<file path="src/rtl/pwm_edge_pkg.sv">
package pwm_edge_pkg;

    localparam int EDGE_W = 11;
    localparam int DUTY_W = 10;

    typedef enum logic [1:0] {
        MOD_TRAIL = 2'd0,
        MOD_LEAD  = 2'd1,
        MOD_DUAL  = 2'd2,
        MOD_RSVD  = 2'd3
    } mod_e;

endpackage

</file>
<file path="src/rtl/pwm_edge_calc.sv">
module pwm_edge_calc
    import pwm_edge_pkg::*;
#(
    parameter int EW = EDGE_W,
    parameter int DW = DUTY_W
) (
    input  logic [DW-1:0] loop_duty,
    input  logic          duty_sel,
    input  logic [DW-1:0] duty_ovr,
    input  mod_e          mode,
    input  logic [EW-1:0] period,
    input  logic          bridge,
    input  logic          t1_ovr_en,
    input  logic [EW-1:0] t1_ovr,
    input  logic          t2_ovr_en,
    input  logic [EW-1:0] t2_ovr,
    output logic [EW-1:0] t1_next,
    output logic [EW-1:0] t2_next
);

    localparam int PW = EW + DW;

    logic [DW-1:0] duty;
    logic [EW-1:0] pe;
    logic [PW-1:0] prod;
    logic [EW-1:0] on_t;
    logic [EW-1:0] gap;
    logic [EW-1:0] t1_m, t2_m;
    logic [EW-1:0] t1_f, t2_f;

    always_comb begin
        duty = duty_sel ? duty_ovr : loop_duty;
        pe   = bridge ? (period >> 1) : period;
        prod = {{DW{1'b0}}, pe} * {{EW{1'b0}}, duty};
        on_t = prod[PW-1:DW];
        gap  = pe - on_t;
        unique case (mode)
            MOD_LEAD: begin
                t1_m = gap;
                t2_m = pe;
            end
            MOD_DUAL: begin
                t1_m = gap >> 1;
                t2_m = (gap >> 1) + on_t;
            end
            default: begin
                t1_m = '0;
                t2_m = on_t;
            end
        endcase
        t1_f    = t1_ovr_en ? t1_ovr : t1_m;
        t2_f    = t2_ovr_en ? t2_ovr : t2_m;
        t1_next = (t1_f > period) ? period : t1_f;
        t2_next = (t2_f > period) ? period : t2_f;
    end

    // trailing mode without override leaves the first edge at zero
    always_comb begin
        if (mode == MOD_TRAIL && !t1_ovr_en)
            assert_trail_rise_zero_R4: assert (t1_next == '0);
    end

    // a result never lands past the period
    always_comb begin
        assert_edge_in_period_R8: assert (t1_next <= period && t2_next <= period);
    end

endmodule

</file>
<file path="src/rtl/pwm_ramp_ctr.sv">
module pwm_ramp_ctr
    import pwm_edge_pkg::*;
#(
    parameter int EW = EDGE_W
) (
    input  logic          clk,
    input  logic          rst,
    input  logic [EW-1:0] period,
    output logic [EW-1:0] cnt,
    output logic          wrap
);

    logic [EW:0] cnt_inc;

    always_comb begin
        cnt_inc = {1'b0, cnt} + (EW+1)'(1);
        wrap    = (cnt_inc >= {1'b0, period});
    end

    always_ff @(posedge clk) begin
        if (rst)       cnt <= '0;
        else if (wrap) cnt <= '0;
        else           cnt <= cnt_inc[EW-1:0];
    end

    // the count either restarts or steps by exactly one
    assert_count_step_R1: assert property (@(posedge clk) disable iff (rst)
        1'b1 |=> (cnt == '0 || cnt == $past(cnt) + EW'(1)));

endmodule

</file>
<file path="src/rtl/pwm_edge_gen.sv">
module pwm_edge_gen
    import pwm_edge_pkg::*;
#(
    parameter int EW = EDGE_W,
    parameter int DW = DUTY_W
) (
    input  logic          clk,
    input  logic          rst,
    input  logic [DW-1:0] loop_duty,
    input  logic          duty_force_en,
    input  logic [DW-1:0] duty_force,
    input  logic [1:0]    mode,
    input  logic [EW-1:0] period,
    input  logic          bridge,
    input  logic          t1_force_en,
    input  logic [EW-1:0] t1_force,
    input  logic          t2_force_en,
    input  logic [EW-1:0] t2_force,
    output logic [EW-1:0] t1,
    output logic [EW-1:0] t2,
    output logic          cycle_start,
    output logic          pwm_raw
);

    logic [EW-1:0] t1_calc, t2_calc;
    logic [EW-1:0] t1_q, t2_q;
    logic [EW-1:0] cnt;
    logic          wrap;

    pwm_edge_calc #(.EW(EW), .DW(DW)) u_calc (
        .loop_duty (loop_duty),
        .duty_sel  (duty_force_en),
        .duty_ovr  (duty_force),
        .mode      (mod_e'(mode)),
        .period    (period),
        .bridge    (bridge),
        .t1_ovr_en (t1_force_en),
        .t1_ovr    (t1_force),
        .t2_ovr_en (t2_force_en),
        .t2_ovr    (t2_force),
        .t1_next   (t1_calc),
        .t2_next   (t2_calc)
    );

    pwm_ramp_ctr #(.EW(EW)) u_ctr (
        .clk    (clk),
        .rst    (rst),
        .period (period),
        .cnt    (cnt),
        .wrap   (wrap)
    );

    always_ff @(posedge clk) begin
        if (rst) begin
            t1_q <= '0;
            t2_q <= '0;
        end else if (wrap) begin
            t1_q <= t1_calc;
            t2_q <= t2_calc;
        end
    end

    always_comb begin
        t1          = t1_q;
        t2          = t2_q;
        cycle_start = (cnt == '0);
        pwm_raw     = (cnt >= t1_q) && (cnt < t2_q);
    end

    // captured edges hold between wraps
    assert_edges_hold_R9: assert property (@(posedge clk) disable iff (rst)
        !wrap |=> ($stable(t1_q) && $stable(t2_q)));

    // captured edges respect the period seen at capture
    assert_capture_clamped_R8: assert property (@(posedge clk) disable iff (rst)
        wrap |=> (t1_q <= $past(period) && t2_q <= $past(period)));

    // a wrap is followed by a cycle-start cycle
    assert_start_after_wrap_R10: assert property (@(posedge clk) disable iff (rst)
        wrap |=> cycle_start);

endmodule

</file>
<file path="config.mk">
export PLATFORM = sky130hd
export DESIGN_NAME = pwm_edge_gen
export DESIGN_NICKNAME = d
export VERILOG_FILES = /design/src/rtl/pwm_edge_pkg.sv /design/src/rtl/pwm_edge_calc.sv /design/src/rtl/pwm_ramp_ctr.sv /design/src/rtl/pwm_edge_gen.sv
export SDC_FILE = /design/constraint.sdc
export NUM_CORES = 1
export LEC_CHECK = 0
export BUFFER_PORTS_ARGS = -buffer_cell sky130_fd_sc_hd__buf_2
export CAP_MARGIN = 15
export CORE_UTILIZATION = 40
export DETAILED_ROUTE_END_ITERATION = 8
export HOLD_SLACK_MARGIN = 0.15
export REMOVE_ABC_BUFFERS = 1
export SETUP_SLACK_MARGIN = 0.15
export SLEW_MARGIN = 5
export SYNTH_ARGS = -nofsm -noshare
export SYNTH_HDL_FRONTEND = slang
export SYNTH_SLANG_ARGS = --single-unit
</file>
<file path="constraint.sdc">
create_clock -name clk -period 11.1 [get_ports clk]
set_input_delay 1.11 -clock clk [delete_from_list [all_inputs] [get_ports clk]]
set_output_delay 1.11 -clock clk [all_outputs]
set_load 0.05 [all_outputs]
</file>
== Word level (Yosys, flattened, before mapping) ==
Cells that the tools add are included.
Storage, ports and cells
  register bits after elaboration: 33
  bits of input ports: 61
  output and inout bits: 24
  logic and storage cells: 25
Cells by class
  add/subtract/negate cells: 3
  $mul: 1
  order comparisons: 5
  equal/unequal tests: 2
  multiplexer cells: 8
  reductions and logical operators: 3
Operators by type and width (number)
  11-bit two-way mux: 5
  11-bit one-hot mux with 2 select lines: 2
  11-bit greater-than comparator: 2
  11-bit by 10-bit multiplier with 21-bit output: 1
  11-bit by 1-bit adder with 12-bit output (second input constant): 1
  12-bit by 11-bit greater-or-equal comparator with 1-bit output: 1
  10-bit by 11-bit adder with 11-bit output: 1
  11-bit greater-or-equal comparator: 1
  11-bit zero test: 1
  11-bit < comparator: 1
  11-bit subtractor: 1
  10-bit two-way mux: 1
  2-bit by 1-bit == test with 1-bit output (second input constant): 1
  2-bit == test (second input constant): 1
  2-bit OR reduction: 1
  1-bit logical AND: 1

== Longest topological paths before layout ==
Gate-level depths: netlist of the first run.
  depth in word-level cells: 8
  depth in mapped cells: 51

== Cells and area by module ==
Synthesis of the first run repeated with hierarchy kept, for this count alone.
Unflattened totals
  cells, all modules: 1055
  area total of the unflattened synthesis: 8500.7 um^2
By module, submodules not included
  pwm_edge_calc: instances 1, cells an instance 808, area an instance 6288.5 um^2
  pwm_edge_gen: instances 1, cells an instance 146, area an instance 1298.7 um^2
  pwm_ramp_ctr: instances 1, cells an instance 101, area an instance 913.4 um^2

== Worst setup path before layout of the first run ==
No wires, ideal clock.
  path kind: in2reg
  start: input port bridge
  end: register t2_q[3] (netlist: t2[3])
  arrival: 11.585 ns
  data required time: 11.041 ns
  slack: -0.544 ns
  stages: 46
  buffers on the path: 4
  cells stage by stage: buf_6 -> clkbuf_1 -> clkbuf_1 -> nand2_1 -> o21a_1 -> clkbuf_1 -> or2_2 -> fa_1 -> fa_1 -> inv_1 -> fa_1 -> fa_1 -> inv_1 -> fa_1 -> inv_1 -> ha_1 -> nand4_1 -> a211oi_1 -> [10 not listed] -> a21o_1 -> a21oi_1 -> xnor2_1 -> inv_1 -> ha_1 -> o21a_1 -> o21a_1 -> nor4_1 -> nor4b_1 -> a211oi_1 -> or3b_1 -> o31a_1 -> ha_1 -> nand3_1 -> nor3_1 -> nor2_1 -> a2111oi_0 -> a31o_2
Between the ends
  longest elaborated chain between the ends: 8
RTL lines
  start: declaration: line pwm_edge_gen.sv:14  | input logic bridge,
  11-bit two-way mux *: line pwm_edge_calc.sv:33  | pe = bridge ? (period >> 1) : period;
  11-bit by 10-bit multiplier with 21-bit output: line pwm_edge_calc.sv:34  | prod = {{DW{1'b0}}, pe} * {{EW{1'b0}}, duty};
  11-bit subtractor: line pwm_edge_calc.sv:36  | gap = pe - on_t;
  10-bit by 11-bit adder with 11-bit output: line pwm_edge_calc.sv:44  | t2_m = (gap >> 1) + on_t;
  11-bit one-hot mux with 2 select lines *: line pwm_edge_calc.sv:37  | unique case (mode)
  11-bit two-way mux *: line pwm_edge_calc.sv:52  | t2_f = t2_ovr_en ? t2_ovr : t2_m;
  11-bit greater-than comparator: line pwm_edge_calc.sv:54  | t2_next = (t2_f > period) ? period : t2_f;
  11-bit two-way mux *: line pwm_edge_calc.sv:54
  end signal: assignment: line pwm_edge_gen.sv:59  | t2_q <= t2_calc;
  end: declaration: line pwm_edge_gen.sv:26  | logic [EW-1:0] t1_q, t2_q;
Every way passes the cells marked *; elsewhere a longest branch is shown, timed or not.
A chain may end at the register's enable or synchronous reset.

== Worst setup path in the final report of the first run ==
Ends and elaborated chain as after synthesis.

==> results of run 1 <==
[worst min path at each step]
stage,from,end,depth (start not counted)
floorplan,u_ctr.cnt[0]$_SDFF_PP0_,u_ctr.cnt[0]$_SDFF_PP0_,1
global placement,t1[1]$_SDFFE_PP0P_,t1[1]$_SDFFE_PP0P_,2
detailed placement,t2[1]$_SDFFE_PP0P_,t2[1]$_SDFFE_PP0P_,2
CTS,t2[1]$_SDFFE_PP0P_,t2[1]$_SDFFE_PP0P_,2
global route,t1[3]$_SDFFE_PP0P_,t1[3]$_SDFFE_PP0P_,2
finish,t2[1]$_SDFFE_PP0P_,t2[1]$_SDFFE_PP0P_,2
[synth_stat cells, drive strengths merged, types with 6 or more instances]
cell	count	share of area, %
or2	9	0.65
a21boi	6	0.57
o21ai	39	2.3
nand3	23	1.3
nand2	109	4.8
nand4	16	1.2
xnor2	27	3.0
mux2i	18	2.3
xor2	13	1.4
nor4	10	0.90
a21o	24	2.1
o311ai	7	0.97
dfxtp	33	7.7
o211ai	17	1.6
o31ai	7	0.77
and3	14	1.0
a221oi	8	0.89
fa	71	17
nor3	17	1.0
a22oi	7	0.61
a21oi	50	3.0
o221ai	6	0.61
nor2b	10	0.73
clkbuf	40	1.8
inv	123	5.4
o21a	31	2.7
a211oi	12	1.1
mux2	8	1.0
nand2b	17	1.2
ha	124	18
nor2	107	4.7
a31oi	7	0.58
[layer usage]
| metal | GRT usage, % | vias to the layer above | routed length [microns] |
|---|---|---|---|
| li1 | - | 4257 | - |
| met1 | 37.5 | 4275 | 13200 |
| met2 | 41.5 | 334 | 12800 |
| met3 | 4.11 | 47 | 2300 |
| met4 | 6.34 | 0 | 743 |
| met5 | 0 | - | 0 |
[state kept, by name, indices dropped and copies added, names as in the netlist]
signal and flops:
t1 11, t2 11, u_ctr.cnt 11
[final cells by class]
cell class	count	area share (%)
multi-input cells	881	69.2
well taps	275	3.13
repair buffers	258	16.1
flip-flops and latches	33	6.00
clock inverters	3	0.159
clock buffers	5	1.14
inverters	125	4.26
[worst max-delay path, delay by kind of cell]
kind            cells  cell delay [ns]
fa+ha+maj           9             3.62
xor+xnor            1             0.19
buf+inv             8             0.89
compound gates     14             2.35
simple gates       12             2.65
[per-stage QoR]
step	hold slack, ns	util, %	setup TNS (ns)	cell area, sq um
3_3_place_gp	0.458	49.3	-0.411	10400
4_1_cts	0.474	50.0	0	10600
2_1_floorplan	0.474	-	-1.36	8420
5_1_grt	0.499	52.2	0	11000
3_5_place_dp	0.467	49.3	-2.33	10400
6_report	0.471	52.2	0	11000
[cell usage in the layout (no fill, tap or decap), types with 5 or more instances in the layout]
cell | Yosys | routed
o211ai_1 | 16 | 16
buf_6 | 1 | 5
buf_4 | 1 | 168
nand2b_1 | 17 | 17
a221oi_1 | 7 | 5
nor2_1 | 107 | 102
a21oi_1 | 47 | 42
o21ai_1 | 7 | 9
o21a_1 | 31 | 30
inv_1 | 122 | 122
a31oi_1 | 6 | 5
dfxtp_1 | 33 | 33
a22oi_1 | 7 | 5
and3_1 | 14 | 14
nor4_1 | 9 | 9
o31a_1 | 5 | 5
a21oi_2 | 3 | 7
nor2b_1 | 10 | 9
o21ai_0 | 31 | 25
xnor2_1 | 24 | 21
buf_2 | 0 | 82
ha_1 | 124 | 115
o221ai_1 | 6 | 5
mux2i_1 | 16 | 16
nand4_1 | 16 | 16
clkbuf_16 | 0 | 5
nand2_1 | 109 | 107
ha_4 | 0 | 7
or2_2 | 8 | 8
xor2_1 | 12 | 11
nand3_1 | 23 | 22
a211oi_1 | 11 | 9
a21o_1 | 24 | 24
xnor2_2 | 3 | 6
nor3_1 | 16 | 15
fa_1 | 71 | 69
mux2_2 | 8 | 6
[timing repair]
action,CTS,global route
gates resized for setup,2,77
pin swaps,2,42
buffers inserted,1,12
endpoints found under the setup margin,10,11
[cells by family (layout without fill, tap and decap cells)]
| logic type | count (synthesis) | count (layout) | synth area share (%) |
|---|---|---|---|
| buffers and inverters | 170 | 391 | 7.56 |
| muxes | 26 | 26 | 3.33 |
| AOI/OAI and AO/OA | 260 | 260 | 22.0 |
| adders and majority gates | 197 | 197 | 34.8 |
| DFF | 33 | 33 | 7.68 |
| xor gates and xnor gates | 42 | 42 | 4.94 |
| and+or+nand+nor | 356 | 356 | 19.7 |
==> results.md, run 1 <==
* Synth warn at 0
* Syn_area_per_cell at 7.94 sq um
* GPL Wtd Cong at 0.973
* WL final at 29100 microns
* Die H at 149 microns
* Per-cell routed wire length at 18.4 microns
* Site row count at 53
* First-pass GRT wire length at 45300 microns
* Layout cells sized above 1 at 27.6%
* Antenna cells at 0
* CP max FO at 13
* Multi-input gate area at 7620 sq um
* Ports at 85
* Worst setup EP type: flop
* FMAX at 93.6 MHz
* Synth Register Bits at 33
* Max cap viols at 0
* Vias in the first global route at 8433
* EDFF count, synth at 0
* Fin nets at 1560
* Reg2Reg Depth at 15
* RSZ-0062 raised after global routing: no
* Routed vias at 8913
* Outcome: finished clean
* Post-Synthesis Cells at 1084
* Final-report hold violation count at 0
* Worst Skew at 0.00461 ns
* Crit-path most repeated cell: fa_1
* CP Capture Point: t2[3]$_SDFFE_PP0P_
* Commonest register cell after synthesis: dfxtp_1
* WP data required at 11.27 ns
* Port bufs at 84
* GRT Util Overall at 26.4%
* Max incr delay on CP at 0.55 ns
* Core Region at 21100 sq um
* Initial antenna violation count at 0
* Pin count of the biggest net entering global routing at 29
* CP Launch Type: input port
* Async SR Flop Fraction at 0%
* Vias per cell at 5.64
* Library cells used by synthesis at 91
* Root buf cell: clkbuf_16
* Tmin final at 10.68 ns
* Starting Density at 40.8%
* Post-Layout Cell Count at 1580
* Drt drc at 0
* Final setup vio count at 0
* Filler cells at 2018
* # hold bufs at CTS at 0
* Least-Margin Pin Slew at 0.858 ns
* Setup WS pre-CTS at -0.262 ns
* TritonCTS clock tree: yes
* Min-delay worst type: flop to flop
* Dpl hpwl at 24300 microns
* Slew Viols, Final at 0
* Area Growth Syn to Fin at 27.9%
* CP max-delay cell: fa_1
* RR Endpoint: t1[8]$_SDFFE_PP0P_
* Die X at 149 microns
* TritonCTS Buffers at 5
* Worst setup margin at 0.421 ns
* Drt pass-1 iters at 5
* Max clock buf depth at 2
* Crit Path Class: input port to flop
* Clock Latency Late Sink at 0.28 ns
* DR iter-0 viols at 524
* R2r startpoint: u_ctr.cnt[0]$_SDFF_PP0_
* CTS HTree Levels at 2
* Relative slew slack at 42.8%
* Register area share after synthesis at 7.68%
* Launch point of the critical path: bridge
* Register Area at 661 sq um
* Final ANT Viol Nets at 0
* Placed cells at 1559
* CP Data Arrival Time at 10.85 ns
* CTS Sinks at 33
* Reg2reg setup slack at 7.09 ns
* Mapped Area at 8600 sq um
* Die ar. at 22100 sq um
* Clock-pin slew on the worst setup and hold paths at 0.05 ns
* Period Utilization, post-route at 96.2%
* Total grt overflow at 0
Power of run 1 is left out: the tool's default activity adds up to more than one toggle a clock period on the data nets, which glitch-free logic cannot reach.
==> run 2, diff against run 1 <==
Settings changed: ABC_AREA set to 1.
==> results.md, run 2 <==
* Synth Register Bits at 33
* Ports at 85
* Post-synth top cells: nand2_1, inv_1, ha_1
* Antenna cells at 0
* Drt drc at 0
* Vias per cell at 5.05
* Slew Viols, Final at 0
* Filler cells at 2056
* Fin nets at 1523
* Compound-Gate Fraction of Synth Area at 14.6%
* WP data required at 11.32 ns
* First-pass GRT wire length at 37700 microns
* CP Data Arrival Time at 10.46 ns
* Library cells used by synthesis at 53
* Worst Skew at 0.00170 ns
* Clock Latency Late Sink at 0.27 ns
* Yosys top cell by area: ha_1
* Root buf cell: clkbuf_16
* Die ar. at 20600 sq um
* TritonCTS clock tree: yes
* Largest cells by area after synthesis: ha_1, fa_1, nand2_1
* Starting Density at 40.9%
* CTS Sinks at 33
* Crit Path Class: input port to flop
* Final setup vio count at 0
* Register area share after synthesis at 8.27%
* Critical path buffer and inverter count at 10
* Async SR Flop Fraction at 0%
* Final-report hold violation count at 0
* Layout cells sized above 1 at 14.9%
* Min-delay worst type: flop to flop
* EDFF count, synth at 0
* Relative slew slack at 52.0%
* Final ANT Viol Nets at 0
* Hold Slack at 0.495 ns
* Max incr delay on CP at 0.54 ns
* Commonest register cell after synthesis: dfxtp_1
* Area Growth Syn to Fin at 13.6%
* Largest family of logic cells by synthesized area: adder cells
* FMAX at 97.7 MHz
* Max cap viols at 0
* Crit path max-delay family: adder cells
* Crit-path most repeated cell: nand2_1
* Routed vias at 7745
* Die X at 143 microns
* CP max-delay cell: fa_1
* Synth Area in Adders at 37.2%
* Post-synth top area share at 19.4%
* Synth warn at 0
* GRT Util Overall at 23.6%
* TritonCTS Buffers at 5
* Most common cell in the netlist: nand2_1
* Mux cell area share after synthesis at 0%
* DR iter-0 viols at 446
* Most frequent cells in the layout: nand2_1, inv_1, ha_1
* Simple-gate share of the synthesized area at 25.3%
* Vias in the first global route at 7344
* Per-cell routed wire length at 15.3 microns
* Dpl hpwl at 20000 microns
* Total grt overflow at 0
* Tmin final at 10.24 ns
* Initial antenna violation count at 0
* GPL Wtd Cong at 0.891
* Core Region at 19500 sq um
* Port bufs at 84
* CP max FO at 6
* Syn_area_per_cell at 6.85 sq um
* RSZ-0062 raised after global routing: no
* Outcome: finished clean
* Commonest non-fill, non-tap cell in the layout: nand2_1
* WL final at 23500 microns
* Period Utilization, post-route at 92.3%
* Least-Margin Pin Slew at 0.701 ns
* Drt pass-1 iters at 5
* Die H at 143 microns
* Worst setup EP type: flop
* Clock-pin slew on the worst setup and hold paths at 0.05 ns
* CP Launch Type: input port
* Mapped Area at 7990 sq um
* Post-Synthesis Cells at 1166
* Pin count of the biggest net entering global routing at 38
* Post-Synth XOR/XNOR Area at 2.30%
* Site row count at 51
* CTS HTree Levels at 2
* Max clock buf depth at 2
* Fin Setup TNS at 0 ns
run 2: final cells by class:
| cell class | count | area [sq um] | area share (%) |
|---|---|---|---|
| multi-input cells | 876 | 6370 | 70.2 |
| well taps | 265 | 332 | 3.65 |
| repair buffers | 111 | 636 | 7.00 |
| clock inverters | 1 | 30.0 | 0.331 |
| clock buffers | 7 | 143 | 1.57 |
| inverters | 240 | 901 | 9.93 |
| flip-flops and latches | 33 | 661 | 7.28 |
run 2: kinds of logic after synthesis:
group	Yosys count
compound gates	202
xor+xnor	21
fa+ha+maj	195
buf+inv	257
flops	33
simple gates	458
run 2: metrics by stage:
step                      worst slack, ns  utilization [%]  area [sq um]  cells
after global routing                0.163             46.5          9080   1533
final                               0.860             46.5          9080   1533
after floorplan                      1.16                -          7910   1149
after CTS                           0.565             46.2          9020   1530
after detailed placement            0.316             45.3          8840   1522
after global placement              0.462             45.3          8840   1522
run 2: path summary, 6_finish.rpt:
| path | from | endpoint | slack (ns) | depth (start not counted) |
|---|---|---|---|---|
| hold / removal | u_ctr.cnt[0]$_SDFF_PP0_ | u_ctr.cnt[0]$_SDFF_PP0_ | 0.50 | 1 |
| setup reg to reg | u_ctr.cnt[2]$_SDFF_PP0_ | u_ctr.cnt[2]$_SDFF_PP0_ | 7.00 | 15 |
| setup / recovery | period[4] | t2[3]$_SDFFE_PP0P_ | 0.86 | 53 |
| hold reg to reg | u_ctr.cnt[0]$_SDFF_PP0_ | u_ctr.cnt[0]$_SDFF_PP0_ | 0.50 | 1 |
run 2: layer usage:
layer / vias up / global-route usage [%] / share of wire [%]
li1: 3932 / - / -
met1: 3614 / 31.4 / 46
met2: 166 / 41.6 / 48
met3: 33 / 1.17 / 3.7
met4: 0 / 6.49 / 2.7
met5: - / 0 / 0
run 2: repair_timing:
item	in CTS	in global routing
buffers inserted	0	2
resized for setup	0	15
endpoints found under the setup margin	0	10
endpoints found under the hold margin	0	0
hold buffers	0	0
Power of run 2 is left out for the same reason.
